`src/rtl/rail_seq_pkg.sv`:
```
// Package: shared types for the rail sequencing controller.
// Assumes: rails 1..3 are the sequenced set; state encoding is free.
package rail_seq_pkg;
    typedef enum logic [2:0] {
        ST_OFF  = 3'd0,
        ST_R1   = 3'd1,
        ST_R2   = 3'd2,
        ST_WAIT = 3'd3,
        ST_ON   = 3'd4,
        ST_FALL = 3'd5
    } seq_state_e;

    localparam int SEQ_RAILS = 3;
endpackage

```
`src/rtl/rail_sync2.sv`:
```
// Module: rail_sync2 - two-flop synchroniser for a bus of level signals.
// Assumes: each bit is an independent slow level; no bus coherency implied.
module rail_sync2 #(
    parameter int W = 1
) (
    input  logic         clk,
    input  logic         rst_n,
    input  logic [W-1:0] d_in,
    output logic [W-1:0] d_out
);
    logic [W-1:0] meta_q;

    // Two register stages, cleared by reset.
    always_ff @(posedge clk) begin
        if (!rst_n) begin
            meta_q <= '0;
            d_out  <= '0;
        end else begin
            meta_q <= d_in;
            d_out  <= meta_q;
        end
    end
endmodule

```
`src/rtl/rail_tick_timer.sv`:
```
// Module: rail_tick_timer - counts timebase ticks while run is high.
// Assumes: tick is a one-cycle synchronous pulse; DLY_TICKS >= 1.
// done pulses on the tick that completes DLY_TICKS ticks.
module rail_tick_timer #(
    parameter int DLY_TICKS = 3
) (
    input  logic clk,
    input  logic rst_n,
    input  logic run,
    input  logic tick,
    output logic done
);
    localparam int CW = (DLY_TICKS < 2) ? 1 : $clog2(DLY_TICKS + 1);
    localparam logic [CW-1:0] LAST = CW'(DLY_TICKS - 1);

    logic [CW-1:0] cnt_q;

    // Completion flag: the final tick of the window.
    always_comb begin
        done = run && tick && (cnt_q == LAST);
    end

    // Tick counter, cleared whenever the timer is not running.
    always_ff @(posedge clk) begin
        if (!rst_n) begin
            cnt_q <= '0;
        end else if (!run) begin
            cnt_q <= '0;
        end else if (tick && !done) begin
            cnt_q <= cnt_q + 1'b1;
        end
    end


    tick_cnt_range_chk: assert property (@(posedge clk) disable iff (!rst_n)
        cnt_q <= LAST);
endmodule

```
`src/rtl/rail_seq_fsm.sv`:
```
// Module: rail_seq_fsm - ordered up/down sequencer for rails 1..3.
// Assumes: inputs are synchronised; active=0 (independent mode or
// protection) forces the all-off state immediately.
module rail_seq_fsm
    import rail_seq_pkg::*;
(
    input  logic       clk,
    input  logic       rst_n,
    input  logic       active,
    input  logic       go,
    input  logic       up1,
    input  logic       up2,
    input  logic       low3,
    input  logic       dly_done,
    output logic       timer_run,
    output logic [2:0] seq_en,
    output logic       dischg
);
    seq_state_e state_q;
    logic en1_q, en2_q, en3_q;

    // State and held enables; rails 1/2 persist through the falling phase.
    always_ff @(posedge clk) begin
        if (!rst_n || !active) begin
            state_q <= ST_OFF;
            en1_q   <= 1'b0;
            en2_q   <= 1'b0;
            en3_q   <= 1'b0;
        end else begin
            unique case (state_q)
                ST_OFF: begin
                    if (go) begin
                        en1_q   <= 1'b1;
                        state_q <= ST_R1;
                    end
                end
                ST_R1: begin
                    if (!go) begin
                        state_q <= ST_FALL;
                    end else if (up1) begin
                        en2_q   <= 1'b1;
                        state_q <= ST_R2;
                    end
                end
                ST_R2: begin
                    if (!go) begin
                        state_q <= ST_FALL;
                    end else if (up2) begin
                        state_q <= ST_WAIT;
                    end
                end
                ST_WAIT: begin
                    if (!go) begin
                        state_q <= ST_FALL;
                    end else if (dly_done) begin
                        en3_q   <= 1'b1;
                        state_q <= ST_ON;
                    end
                end
                ST_ON: begin
                    if (!go) begin
                        en3_q   <= 1'b0;
                        state_q <= ST_FALL;
                    end
                end
                ST_FALL: begin
                    if (low3) begin
                        en1_q   <= 1'b0;
                        en2_q   <= 1'b0;
                        state_q <= ST_OFF;
                    end
                end
                default: state_q <= ST_OFF;
            endcase
        end
    end

    // Decoded outputs of the held state.
    always_comb begin
        seq_en    = {en3_q, en2_q, en1_q};
        dischg    = (state_q == ST_FALL);
        timer_run = (state_q == ST_WAIT);
    end


    r3_rail2_after_rise_chk: assert property (@(posedge clk) disable iff (!rst_n)
        $rose(en2_q) |-> $past(up1));

    r4_rail3_after_delay_chk: assert property (@(posedge clk) disable iff (!rst_n)
        $rose(en3_q) |-> $past(dly_done));

    r5_pair_release_chk: assert property (@(posedge clk) disable iff (!rst_n)
        ($fell(en1_q) && $past(active)) |-> ($past(low3) && !en2_q));

    r6_dischg_rail3_off_chk: assert property (@(posedge clk) disable iff (!rst_n)
        dischg |-> !en3_q);
endmodule

```
`src/rtl/rail_enable_mux.sv`:
```
// Module: rail_enable_mux - final enable gating for all rails.
// Assumes: inputs synchronised; rail 1 gates every other rail; protection
// overrides everything.
module rail_enable_mux #(
    parameter int NUM_RAILS = 6
) (
    input  logic                 indep,
    input  logic                 fault,
    input  logic [NUM_RAILS-1:0] req,
    input  logic [2:0]           seq_en,
    output logic [NUM_RAILS-1:0] rail_en
);
    logic rail1_on;

    // Rail 1 source selection with protection override.
    always_comb begin
        rail1_on = !fault && (indep ? req[0] : seq_en[0]);
    end

    assign rail_en[0] = rail1_on;

    for (genvar i = 1; i < NUM_RAILS; i++) begin : g_rail
        if (i < rail_seq_pkg::SEQ_RAILS) begin : g_seq
            // Sequenced rails take the sequencer's enable outside independent mode.
            assign rail_en[i] = rail1_on && (indep ? req[i] : seq_en[i]);
        end else begin : g_free
            // Free rails always follow their own request.
            assign rail_en[i] = rail1_on && req[i];
        end
    end
endmodule

```
`src/rtl/rail_seq_ctrl.sv`:
```
// Module: rail_seq_ctrl - top of the six-rail enable controller.
// Assumes: ms_tick is synchronous; all other inputs are asynchronous levels
// and are synchronised here. NUM_RAILS >= 4.
module rail_seq_ctrl #(
    parameter int NUM_RAILS = 6,
    parameter int DLY_TICKS = 3
) (
    input  logic                 clk,
    input  logic                 rst_n,
    input  logic [NUM_RAILS-1:0] run_req_n,
    input  logic                 mode_indep,
    input  logic                 rail1_rise,
    input  logic                 rail2_rise,
    input  logic                 rail3_low,
    input  logic                 ms_tick,
    input  logic                 prot_latch,
    output logic [NUM_RAILS-1:0] rail_en,
    output logic                 rail3_dischg
);
    localparam int SW = NUM_RAILS + 5;

    logic [SW-1:0]        sync_q;
    logic [NUM_RAILS-1:0] req_s;
    logic                 mode_s, fault_s, up1_s, up2_s, low3_s;
    logic                 seq_active, timer_run, dly_done;
    logic [2:0]           seq_en;

    rail_sync2 #(.W(SW)) u_sync (
        .clk   (clk),
        .rst_n (rst_n),
        .d_in  ({prot_latch, mode_indep, rail3_low, rail2_rise, rail1_rise, run_req_n}),
        .d_out (sync_q)
    );

    // Unpack the synchronised bus.
    always_comb begin
        req_s      = sync_q[NUM_RAILS-1:0];
        up1_s      = sync_q[NUM_RAILS];
        up2_s      = sync_q[NUM_RAILS+1];
        low3_s     = sync_q[NUM_RAILS+2];
        mode_s     = sync_q[NUM_RAILS+3];
        fault_s    = sync_q[NUM_RAILS+4];
        seq_active = !mode_s && !fault_s;
    end

    rail_tick_timer #(.DLY_TICKS(DLY_TICKS)) u_timer (
        .clk   (clk),
        .rst_n (rst_n),
        .run   (timer_run),
        .tick  (ms_tick),
        .done  (dly_done)
    );

    rail_seq_fsm u_fsm (
        .clk       (clk),
        .rst_n     (rst_n),
        .active    (seq_active),
        .go        (req_s[0]),
        .up1       (up1_s),
        .up2       (up2_s),
        .low3      (low3_s),
        .dly_done  (dly_done),
        .timer_run (timer_run),
        .seq_en    (seq_en),
        .dischg    (rail3_dischg)
    );

    rail_enable_mux #(.NUM_RAILS(NUM_RAILS)) u_mux (
        .indep   (mode_s),
        .fault   (fault_s),
        .req     (req_s),
        .seq_en  (seq_en),
        .rail_en (rail_en)
    );


    r7_rail1_gates_all_chk: assert property (@(posedge clk) disable iff (!rst_n)
        !rail_en[0] |-> (rail_en[NUM_RAILS-1:1] == '0));

    r8_prot_all_off_chk: assert property (@(posedge clk) disable iff (!rst_n)
        fault_s |-> (rail_en == '0));

    r6_no_dischg_indep_chk: assert property (@(posedge clk) disable iff (!rst_n)
        mode_s |=> !rail3_dischg);
endmodule

```
`config.mk`:
```
export PLATFORM = sky130hd
export DESIGN_NAME = rail_seq_ctrl
export DESIGN_NICKNAME = d
export VERILOG_FILES = /design/src/rtl/rail_seq_pkg.sv /design/src/rtl/rail_sync2.sv /design/src/rtl/rail_tick_timer.sv /design/src/rtl/rail_seq_fsm.sv /design/src/rtl/rail_enable_mux.sv /design/src/rtl/rail_seq_ctrl.sv
export SDC_FILE = /design/constraint.sdc
export NUM_CORES = 1
export LEC_CHECK = 0
export BUFFER_PORTS_ARGS = -buffer_cell sky130_fd_sc_hd__clkbuf_2
export CAP_MARGIN = 20
export CORE_MARGIN = 3
export CORE_UTILIZATION = 30
export DETAILED_ROUTE_END_ITERATION = 7
export PLACE_DENSITY = 0.58
export SLEW_MARGIN = 20
export SYNTH_ARGS = -nofsm -noshare
export SYNTH_HDL_FRONTEND = slang
export SYNTH_HIERARCHICAL = 1
export SYNTH_SLANG_ARGS = --single-unit
```
`constraint.sdc`:
```
create_clock -name clk -period 3.6 [get_ports clk]
set_clock_uncertainty 0.2 [all_clocks]
set_input_delay 0.72 -clock clk [delete_from_list [all_inputs] [get_ports clk]]
set_output_delay 0.72 -clock clk [all_outputs]
set_load 0.02 [all_outputs]
```
==> results.md <==
- Mapped Avg Cell Area: 9.96 um^2
- Ant diodes: 0
- Final Non-Filler Cells: 191
- Clock Power Share: 0.399
- Status: finished, final reports clean
- Remaining DRCs: 0
- Least-Margin Pin Slew: about 0.43 ns
- Commonest non-fill, non-tap cell in the layout: dfxtp_1
- Final min period: roughly 2.4 ns
- Port bufs: 20
- Post-synthesis sequential area ratio: 0.490
- Internal Power: ~0.53 mW
- Sequential Power Share: 0.529
- Chip width: about 70 um
- # Post-CTS Setup Buffers: 0
- Layout Nets: roughly 160
- Number of global-route vias before repair: a little under 800
- TritonCTS clock tree: yes
- Worst path arrival time: about 1.5 ns
- Max-Cap Viols: 0
- H-Tree Level Count: 2
- TritonCTS buffer count: 5
- Clock root cell: clkbuf_8
- GPL Wtd Cong: around 0.67
- Max Slew Vio Count: 0
- Setup violators final: 0
- Hold Crit Class: flip-flop to flip-flop
- Logic pwr share: 0.073
- Final Hold Fails: 0
- Max-slew headroom: 0.716
- Wire per inst: around 11 um
- P&R area growth vs syn: 14.4%
- VDD IR max: 0.238 mV
- Share of cells above drive strength 1: 0.350
- Ports: 21
- Synth unique cells: 33
- Crit Path Class: flip-flop to output pin
- Hold buffers post-CTS: 0
- Post-Syn Area: 0.00122 mm^2
- Initial antenna violation count: 0
- Startpoint Class: flip-flop
- Clock Latency Late Sink: 0.28 ns
- Core box area: approximately 0.0038 mm^2
- Resized Gates After CTS: 0
- DR pass1 iterations: 4
- Reg clk slew, reported paths: 0.06 ns
- Die height: between 60 and 70 um
- Post-synth top area share: 0.490
- Setup TNS: 0 ns
- CP required: ~2.7 ns
- F_max: approximately 420 MHz
- DP Cell Count: between 150 and 200
- Post-route ant nets: 0
- DIE AREA: between 0.004 and 0.005 mm^2
- Total wire length: about 2000 um
- Switch share: 0.224
- PD cells: between 400 and 500 mW/mm^2
- Crit path max fanout: 11
- Final HPWL DP: around 1500 um
- Leakage: ~0.58 nW
- DR vias: around 830
- Commonest non-fill, non-tap cells in the layout: dfxtp_1, clkbuf_2, and2_2
- First-pass GRT wire length: between 3000 and 4000 um
- Cells after Synth: 123
- Synth warn: 6
- Routed vias/inst: roughly 4.4
- # fillers: 406
- Crit. End Element: output pin
- Largest net degree at the start of global routing: 25
- # rows: 22
- #FFs+latches synth: 30
- Mapped Nets: around 140
- DR iter-0 viols: 22
- GRT Util Overall: 0.0910
- Synth top area cells: dfxtp_1, and2_2, buf_6, and2_1, nor2_1
- Synth area leader: dfxtp_1
- RSZ-0062 raised after global routing: no
- Final period util: 0.667
- GRT overflow: 0
- Net Sw Power: approximately 0.15 mW
- CTS Sinks: 30
- Starting Density: 0.322
- Max Buffers Root-to-Sink: 2
==> per-stage QoR <==
stage	power, mW	hold slack (ns)	instance area [um^2]	setup slack, ns	utilization
6_report	0.678	0.224	1400	1.20	0.369
5_1_grt	0.711	0.238	1400	1.09	0.369
4_1_cts	0.690	0.226	1400	1.19	0.369
3_5_place_dp	0.416	0.221	1310	1.49	0.345
3_3_place_gp	0.413	0.221	1310	1.58	0.345
2_1_floorplan	0.407	0.212	1220	1.51	-
==> routing by layer <==
metal | global-route usage | share of wire | up-vias
li1 | - | - | 444
met1 | 0.0946 | 0.43 | 367
met2 | 0.150 | 0.49 | 16
met3 | 0.0388 | 0.053 | 7
met4 | 0.0574 | 0.026 | 0
met5 | 0 | 0 | -
==> registers in the layout, indices dropped and copies added (netlist names) <==
name           cells
u_fsm/en1_q        1
u_timer/cnt_q      2
u_fsm/state_q      3
u_sync/d_out      11
u_sync/meta_q     11
u_fsm/en3_q        1
u_fsm/en2_q        1
==> layout make-up <==
class                           count  area, um^2  area share
Sequential cell                    30         601       0.429
Timing Repair Buffer               20         100      0.0714
Inverter                            5        18.8      0.0134
Tap cell                           48        60.1      0.0429
Clock buffer                        7        86.3      0.0616
Multi-Input combinational cell     80         531       0.379
Clock inverter                      1        5.00     0.00357
==> final timing paths <==
check	slack [ns]	start	to	cells after the start
worst min-delay path	0.22	u_sync/meta_q[6]	u_sync/d_out[6]	1
worst max-delay path	1.20	u_sync/d_out[0]	rail_en[5]	3
worst max register to register	1.49	u_fsm/state_q[0]	u_fsm/state_q[2]	7
worst min register to register	0.22	u_sync/meta_q[6]	u_sync/d_out[6]	1
==> worst max-delay path: stages, from the launching register on <==
cell and delay, ns:
dfxtp_1 0.54, mux2i_1 0.21, nor3b_1 0.24, clkbuf_2 0.21
==> power by group through the flow <==
stage / logic [mW] / registers, mW / clock network, mW
6_report: 0.0492 / 0.359 / 0.270
5_1_grt: 0.0561 / 0.361 / 0.294
3_5_place_dp: 0.0494 / 0.366 / 0
4_1_cts: 0.0496 / 0.359 / 0.282
3_3_place_gp: 0.0475 / 0.365 / 0
2_1_floorplan: 0.0473 / 0.359 / 0
==> logic make-up after synthesis <==
| logic type | share of synthesized area |
|---|---|
| simple gates | 0.278 |
| flops | 0.490 |
| xor+xnor | 0.00715 |
| compound gates | 0.104 |
| mux | 0.0337 |
| buf+inv | 0.0766 |
| fa+ha+maj | 0.0102 |
==> cell usage after synthesis <==
library cell,number
dfxtp_1,30
and2_2,16
nor2_1,9
and2_1,6
nand2_1,6
a21oi_1,5
inv_1,5
o21ai_0,5
buf_4,4
buf_6,4
mux2i_1,3
nand3_1,3
nand3b_1,3
nor3b_1,3
a31oi_1,2
nor3_1,2
a211oi_1,1
a211oi_2,1
a21oi_2,1
a22oi_1,1
a31o_2,1
and2b_1,1
and3_1,1
and3_2,1
ha_1,1
mux2_2,1
nand2b_1,1
nand4bb_1,1
o31ai_1,1
o31ai_2,1
or3_1,1
or3b_4,1
xnor2_1,1
(Power assumes the default switching activity.)
